`config.mk`:
```
export PLATFORM = sky130hd
export DESIGN_NAME = spq_push_queue
export DESIGN_NICKNAME = d
export VERILOG_FILES = /design/src/rtl/spq_pkg.sv /design/src/rtl/spq_fifo.sv /design/src/rtl/spq_seq.sv /design/src/rtl/spq_status.sv /design/src/rtl/spq_push_queue.sv
export SDC_FILE = /design/constraint.sdc
export NUM_CORES = 1
export LEC_CHECK = 0
export BUFFER_PORTS_ARGS = -buffer_cell sky130_fd_sc_hd__buf_2
export CAP_MARGIN = 20
export CORE_MARGIN = 2
export CORE_UTILIZATION = 50
export DETAILED_ROUTE_END_ITERATION = 10
export GPL_ROUTABILITY_DRIVEN = 1
export PLACE_DENSITY = 0.74
export SYNTH_ARGS = -nofsm -noshare
export SYNTH_HDL_FRONTEND = slang
export SYNTH_SLANG_ARGS = --single-unit
```
`constraint.sdc`:
```
create_clock -name clk -period 3.31 [get_ports clk]
set_clock_uncertainty 0.2 [all_clocks]
set_input_delay 0.1655 -clock clk [delete_from_list [all_inputs] [get_ports clk]]
set_output_delay 0.1655 -clock clk [all_outputs]
set_load 0.1 [all_outputs]
```
`src/rtl/spq_pkg.sv`:
```
package spq_pkg;
  localparam int CNT_W  = 16;
  localparam int ST_TCF = 31;
  localparam int ST_EOQ = 28;
  localparam int ST_TXO = 27;
  localparam int ST_RXO = 19;

  typedef struct packed {
    logic       cont;   // hold select after this frame
    logic [2:0] attr;   // timing attribute set
    logic       eoq;    // end-of-queue marker
    logic       ctcnt;  // restart counter before counting
    logic [3:0] rsv;
    logic [5:0] pcs;    // one-hot chip select
  } spq_cmd_t;

  typedef struct packed {
    spq_cmd_t    cmd;
    logic [15:0] data;
  } spq_entry_t;
endpackage

```
`src/rtl/spq_fifo.sv`:
```
module spq_fifo #(
  parameter int W     = 32,
  parameter int DEPTH = 4
) (
  input  logic         clk,
  input  logic         rst_n,
  input  logic         flush,
  input  logic         wr_en,
  input  logic [W-1:0] wr_data,
  input  logic         rd_en,
  output logic [W-1:0] head,
  output logic         empty,
  output logic         full
);
  localparam int AW = (DEPTH > 1) ? $clog2(DEPTH) : 1;
  localparam int CW = $clog2(DEPTH + 1);

  logic [W-1:0]  mem [DEPTH];
  logic [AW-1:0] wp_q, wp_d, rp_q, rp_d;
  logic [CW-1:0] lvl_q, lvl_d;
  logic          wr_ok, rd_ok;

  function automatic logic [AW-1:0] bump(input logic [AW-1:0] p);
    return (p == AW'(DEPTH - 1)) ? '0 : p + AW'(1);
  endfunction

  assign empty = (lvl_q == '0);
  assign full  = (lvl_q == CW'(DEPTH));
  assign wr_ok = wr_en & ~full & ~flush;
  assign rd_ok = rd_en & ~empty & ~flush;
  assign head  = mem[rp_q];

  always_comb begin
    wp_d  = wp_q;
    rp_d  = rp_q;
    lvl_d = lvl_q;
    if (flush) begin
      wp_d  = '0;
      rp_d  = '0;
      lvl_d = '0;
    end else begin
      if (wr_ok) wp_d = bump(wp_q);
      if (rd_ok) rp_d = bump(rp_q);
      lvl_d = lvl_q + CW'(wr_ok) - CW'(rd_ok);
    end
  end

  always_ff @(posedge clk or negedge rst_n) begin
    if (!rst_n) begin
      wp_q  <= '0;
      rp_q  <= '0;
      lvl_q <= '0;
    end else begin
      wp_q  <= wp_d;
      rp_q  <= rp_d;
      lvl_q <= lvl_d;
    end
  end

  always_ff @(posedge clk) begin
    for (int i = 0; i < DEPTH; i++) begin
      if (wr_ok && (wp_q == AW'(i))) mem[i] <= wr_data;
    end
  end

  p_level_bound_r3: assert property (@(posedge clk) disable iff (!rst_n)
    lvl_q <= CW'(DEPTH));
  p_full_drop_r3: assert property (@(posedge clk) disable iff (!rst_n)
    (full && wr_en && !rd_en && !flush) |=> (full && $stable(head)));
  p_flush_empties_r9: assert property (@(posedge clk) disable iff (!rst_n)
    flush |=> empty);
endmodule

```
`src/rtl/spq_seq.sv`:
```
module spq_seq
  import spq_pkg::*;
#(
  parameter int NCS = 6
) (
  input  logic             clk,
  input  logic             rst_n,
  input  logic             q_avail,
  input  spq_entry_t       q_head,
  output logic             q_pop,
  input  logic             frm_done,
  output logic             frm_busy,
  output logic [15:0]      frm_data,
  output logic [2:0]       frm_attr,
  output logic [NCS-1:0]   cs_n,
  output logic             fin,
  output logic             fin_eoq,
  output logic [CNT_W-1:0] count
);
  spq_entry_t       cur_q;
  logic             busy_q, busy_d;
  logic [NCS-1:0]   cs_q, cs_d;
  logic [CNT_W-1:0] cnt_q, cnt_d;
  logic             load;

  assign fin     = frm_done & busy_q;
  assign load    = q_avail & (~busy_q | (fin & cur_q.cmd.cont));
  assign q_pop   = load;
  assign fin_eoq = cur_q.cmd.eoq;

  always_comb begin
    busy_d = busy_q;
    cs_d   = cs_q;
    cnt_d  = cnt_q;
    if (load) begin
      busy_d = 1'b1;
      cs_d   = ~q_head.cmd.pcs[NCS-1:0];
    end else if (fin) begin
      busy_d = 1'b0;
      cs_d   = '1;
    end
    if (fin) cnt_d = cur_q.cmd.ctcnt ? CNT_W'(1) : cnt_q + CNT_W'(1);
  end

  always_ff @(posedge clk or negedge rst_n) begin
    if (!rst_n) begin
      busy_q <= 1'b0;
      cs_q   <= '1;
      cnt_q  <= '0;
    end else begin
      busy_q <= busy_d;
      cs_q   <= cs_d;
      cnt_q  <= cnt_d;
    end
  end

  always_ff @(posedge clk) begin
    if (load) cur_q <= q_head;
  end

  assign frm_busy = busy_q;
  assign frm_data = cur_q.data;
  assign frm_attr = cur_q.cmd.attr;
  assign cs_n     = cs_q;
  assign count    = cnt_q;

  p_cs_release_r5: assert property (@(posedge clk) disable iff (!rst_n)
    (fin && !(cur_q.cmd.cont && q_avail)) |=> (cs_n == '1));
  p_cs_hold_r5: assert property (@(posedge clk) disable iff (!rst_n)
    (fin && cur_q.cmd.cont && q_avail) |=> (frm_busy && cs_n == ~$past(q_head.cmd.pcs[NCS-1:0])));
  p_idle_cs_high_r4: assert property (@(posedge clk) disable iff (!rst_n)
    !frm_busy |-> (cs_n == '1));
  p_count_step_r6: assert property (@(posedge clk) disable iff (!rst_n)
    (fin && !cur_q.cmd.ctcnt) |=> (count == $past(count) + CNT_W'(1)));
  p_count_hold_r10: assert property (@(posedge clk) disable iff (!rst_n)
    !fin |=> $stable(count));
  p_start_next_r2: assert property (@(posedge clk) disable iff (!rst_n)
    (!frm_busy && q_avail) |=> frm_busy);
endmodule

```
`src/rtl/spq_status.sv`:
```
module spq_status
  import spq_pkg::*;
(
  input  logic        clk,
  input  logic        rst_n,
  input  logic [3:0]  set_v,     // {rxo, txo, eoq, tcf}
  input  logic        clr_we,
  input  logic [31:0] clr_mask,
  output logic [31:0] stat
);
  logic [3:0] flag_q, flag_d, clr_v;

  always_comb begin
    clr_v[0] = clr_we & clr_mask[ST_TCF];
    clr_v[1] = clr_we & clr_mask[ST_EOQ];
    clr_v[2] = clr_we & clr_mask[ST_TXO];
    clr_v[3] = clr_we & clr_mask[ST_RXO];
    flag_d   = set_v | (flag_q & ~clr_v);
  end

  always_ff @(posedge clk or negedge rst_n) begin
    if (!rst_n) flag_q <= '0;
    else        flag_q <= flag_d;
  end

  always_comb begin
    stat         = '0;
    stat[ST_TCF] = flag_q[0];
    stat[ST_EOQ] = flag_q[1];
    stat[ST_TXO] = flag_q[2];
    stat[ST_RXO] = flag_q[3];
  end

  p_done_sets_r7: assert property (@(posedge clk) disable iff (!rst_n)
    set_v[0] |=> stat[ST_TCF]);
  p_w1c_r7: assert property (@(posedge clk) disable iff (!rst_n)
    (clr_we && clr_mask[ST_TCF] && !set_v[0]) |=> !stat[ST_TCF]);
  p_flag_sticky_r7: assert property (@(posedge clk) disable iff (!rst_n)
    (stat[ST_EOQ] && !(clr_we && clr_mask[ST_EOQ])) |=> stat[ST_EOQ]);
endmodule

```
`src/rtl/spq_push_queue.sv`:
```
module spq_push_queue
  import spq_pkg::*;
#(
  parameter int DEPTH    = 4,
  parameter int RX_DEPTH = 4,
  parameter int NCS      = 6
) (
  input  logic           clk,
  input  logic           rst_n,
  input  logic           push_we,
  input  logic [31:0]    push_word,
  input  logic           flush_tx,
  input  logic           flush_rx,
  input  logic           pop_re,
  output logic [31:0]    pop_word,
  output logic [31:0]    xfer_cnt,
  input  logic           stat_we,
  input  logic [31:0]    stat_wdata,
  output logic [31:0]    stat,
  output logic           frm_busy,
  output logic [15:0]    frm_data,
  output logic [2:0]     frm_attr,
  input  logic           frm_done,
  input  logic [15:0]    frm_rxd,
  output logic [NCS-1:0] cs_n
);
  spq_entry_t       tx_head;
  logic             tx_empty, tx_full, tx_pop;
  logic [15:0]      rx_head;
  logic             rx_empty, rx_full;
  logic             fin, fin_eoq;
  logic [CNT_W-1:0] count;
  logic [3:0]       set_v;

  spq_fifo #(.W(32), .DEPTH(DEPTH)) u_txq (
    .clk(clk), .rst_n(rst_n), .flush(flush_tx),
    .wr_en(push_we), .wr_data(push_word), .rd_en(tx_pop),
    .head(tx_head), .empty(tx_empty), .full(tx_full)
  );

  spq_seq #(.NCS(NCS)) u_seq (
    .clk(clk), .rst_n(rst_n),
    .q_avail(~tx_empty & ~flush_tx), .q_head(tx_head), .q_pop(tx_pop),
    .frm_done(frm_done), .frm_busy(frm_busy), .frm_data(frm_data),
    .frm_attr(frm_attr), .cs_n(cs_n), .fin(fin), .fin_eoq(fin_eoq),
    .count(count)
  );

  spq_fifo #(.W(16), .DEPTH(RX_DEPTH)) u_rxq (
    .clk(clk), .rst_n(rst_n), .flush(flush_rx),
    .wr_en(fin), .wr_data(frm_rxd), .rd_en(pop_re),
    .head(rx_head), .empty(rx_empty), .full(rx_full)
  );

  assign set_v = {fin & rx_full, push_we & tx_full, fin & fin_eoq, fin};

  spq_status u_stat (
    .clk(clk), .rst_n(rst_n), .set_v(set_v),
    .clr_we(stat_we), .clr_mask(stat_wdata), .stat(stat)
  );

  assign pop_word = rx_empty ? 32'h0 : {16'h0, rx_head};
  assign xfer_cnt = {count, 16'h0};

  p_push_drop_r3: assert property (@(posedge clk) disable iff (!rst_n)
    (push_we && tx_full) |=> stat[ST_TXO]);
  p_rx_drop_r8: assert property (@(posedge clk) disable iff (!rst_n)
    (frm_done && frm_busy && rx_full) |=> stat[ST_RXO]);
  p_empty_pop_zero_r8: assert property (@(posedge clk) disable iff (!rst_n)
    rx_empty |-> (pop_word == 32'h0));
endmodule

```
==> out/metrics.yaml <==
status:
  outcome: "finished clean"
logic_synthesis:
  async_reset_ff_frac: 0.172
  synth_edf_count: 198
  avgSynthCellArea_um2: 17.3
  yosysWarnings: 0
  ys_seq_elements: 239
  yosysUniqueCellTypes: 45
  netlist_instances: 574
  yosysSeqAreaShare: 0.702
  synthFlopType: "edfxtp_1"
  syn_area_mm2: 0.00994
global_route:
  grt_overflow: 0
  grt_max_degree: 42
  grt_first_pass_wirelength_um: 28400
  grt_pass1_vias: 5448
  grt_usage: 0.169
  antenna_found_initial: 1
final_layout:
  fin_nets: 853
  area_growth_syn_to_layout_pct: 18.9
  stdcell_area_mm2: 0.0118
  drive_above_1_share: 0.291
  final_util: 0.607
critical_path:
  required_ns: 2.94
  crit_arrival_ns: 2.32
  worstPathMaxFanout: 18
  rrSetupSlack_ns: 0.62
  reg2reg_to: "u_rxq.lvl_q[2]"
  worstSetupPathType: "flop to output port"
  rr_worst_depth: 8
  cp-start-kind: "flop"
  r2r_start: "u_seq.frm_busy"
  end_kind: "output port"
sta:
  clock.fmax_mhz: 372
  rsz0062_at_grt: "false"
  finalHoldViolations: 0
  setup-tns-final_ns: 0
  period_minus_slack_ns: 2.69
  worstMarginPinSlew_ns: 0.948
  relSlewSlack: 0.368
  maxSlewViolCount: 0
  min_period_over_period: 0.812
  setup_viol: 0
clocking:
  clk_pin_slew_ns: 0.06
  cts_buffer_depth: 3
  post_cts_buffers: 0
  cts_root_buffer: "clkbuf_16"
  hold_buffers: 57
  cts_buffers: 24
  h-tree-depth: 1
  clk_latency_ns: 0.50
  cts_tree: "done"
  ctsResizeCount: 0
  cts_num_sinks: 239
power:
  p_per_area_mw_per_mm2: 873
  ir_drop_v: 0.000528
  p_leak_nw: 4.45
floorplan:
  die_h_um: 145
  num_rows: 51
  core_area_mm2: 0.0195
  dieArea_mm2: 0.0210
  ios: 210
  initial_utilization: 0.511
  die_w_um: 145
placement:
  dp_hpwl_um: 10700
  place_area_mm2: 0.0105
  numPortBuffers: 117
  place.gp.congestion: 0.780
detailed_routing:
  viasPerCell: 5.13
  drt-initial-drc-count: 271
  vias: 5286
  wl_um: 17800
  drc: 0
  final_antenna_net_count: 0
  routedWlPerCell_um: 17.2
  first_pass_iters: 4
worst_hold_path:
  min_path_type: "input pin to asynchronous set/reset pin"
flow_run:
  drv_cap: 0
[cell usage after synthesis (6+ instances only)]
| master | instances | area [um2] |
|---|---|---|
| a21oi_1 | 15 | 75.1 |
| and2_1 | 9 | 56.3 |
| buf_2 | 7 | 35.0 |
| buf_4 | 81 | 608 |
| clkbuf_1 | 10 | 37.5 |
| dfrtp_1 | 35 | 876 |
| dfstp_2 | 6 | 158 |
| edfxtp_1 | 198 | 5950 |
| ha_1 | 15 | 188 |
| inv_1 | 14 | 52.6 |
| mux2i_1 | 6 | 60.1 |
| mux4_2 | 44 | 991 |
| nand2_1 | 21 | 78.8 |
| nor2_1 | 26 | 97.6 |
| nor2b_1 | 20 | 125 |
| nor3_1 | 11 | 55.1 |
| o21ai_0 | 6 | 30.0 |
| xnor2_1 | 7 | 61.3 |
[sequential cells by signal, indices dropped and copies added, names as in the netlist]
signal / cells
u_txq.mem: 112
u_rxq.mem: 64
u_seq.count: 16
u_seq.frm_data: 16
u_seq.cs_n: 6
u_stat.flag_q: 4
u_rxq.lvl_q: 3
u_seq.frm_attr: 3
u_txq.lvl_q: 3
u_rxq.rp_q: 2
u_rxq.wp_q: 2
u_seq.cur_q: 2
u_txq.rp_q: 2
u_txq.wp_q: 2
u_seq.fin_eoq: 1
u_seq.frm_busy: 1
[per-layer routing]
metal	up-vias	GRT usage	part of all wire
li1	2373	-	-
met1	2683	0.222	0.41
met2	198	0.291	0.51
met3	32	0.0336	0.064
met4	0	0.0446	0.021
met5	-	0	0
[area by class of cell]
| cell class | instances | area (um2) |
|---|---|---|
| Sequential cell | 239 | 6980 |
| Multi-Input combinational cell | 282 | 2450 |
| Clock buffer | 30 | 644 |
| Clock inverter | 12 | 75.1 |
| Timing Repair Buffer | 187 | 1290 |
| Fill cell | 1420 | 7640 |
| Inverter | 14 | 52.6 |
| Antenna cell | 1 | 2.50 |
| Tap cell | 265 | 332 |
[kinds of logic after synthesis]
family / Yosys count / synth area share
flip-flops: 239 / 0.702
AND/OR/NAND/NOR: 112 / 0.0622
buffers and inverters: 112 / 0.0738
multiplexers: 52 / 0.108
AO/OA/AOI/OAI: 32 / 0.0220
adder cells (fa/ha/maj): 17 / 0.0229
XOR/XNOR: 9 / 0.00793
other: 1 / 0.000377
[worst max-delay path, stage by stage, from the launching register on]
cell	delay, ns
dfrtp_1	0.85
mux4_2	0.33
nor2b_1	0.18
buf_2	0.45
[placed cells by master (no fill, tap or decap), types with 8 or more instances in the layout]
master	Yosys	final
edfxtp_1	198	198
buf_2	7	117
conb_1	1	60
dlygate4sd3_1	0	57
mux4_2	44	44
dfrtp_1	35	34
nor2_1	26	26
clkbuf_16	0	25
nand2_1	21	21
nor2b_1	20	20
a21oi_1	15	15
ha_1	15	15
inv_1	14	14
nor3_1	11	11
buf_4	81	11
and2_1	9	9
clkinv_1	0	8
[where the power goes]
part,internal (mW),switching (mW)
clock,1.44,1.04
sequential,3.66,0.274
combinational,0.884,3.02
[worst max path at each step]
stage                    from        endpoint  slack, ns  depth (start not counted)
6_report        u_rxq.rp_q[1]    pop_word[15]       0.62                          3
5_1_grt        u_seq.frm_busy  u_rxq.lvl_q[2]       0.40                          8
4_1_cts         u_rxq.rp_q[0]    pop_word[15]       0.25                          3
3_5_place_dp   u_seq.frm_busy  u_rxq.lvl_q[2]       0.65                          8
3_3_place_gp   u_seq.frm_busy  u_rxq.lvl_q[2]       0.70                          8
2_1_floorplan  u_seq.frm_busy  u_txq.lvl_q[2]       0.45                         10
[stage by stage]
stage / hold slack (ns) / total power [mW] / cells / setup WS [ns]
2_1_floorplan: -0.330 / 7.33 / 633 / 0.448
4_1_cts: 0.181 / 10.4 / 1028 / 0.245
6_report: 0.156 / 10.3 / 1030 / 0.621
3_5_place_dp: 0.184 / 7.82 / 929 / 0.647
5_1_grt: 0.204 / 10.7 / 1030 / 0.396
3_3_place_gp: 0.165 / 7.75 / 929 / 0.696
(Power assumes the default switching activity.)
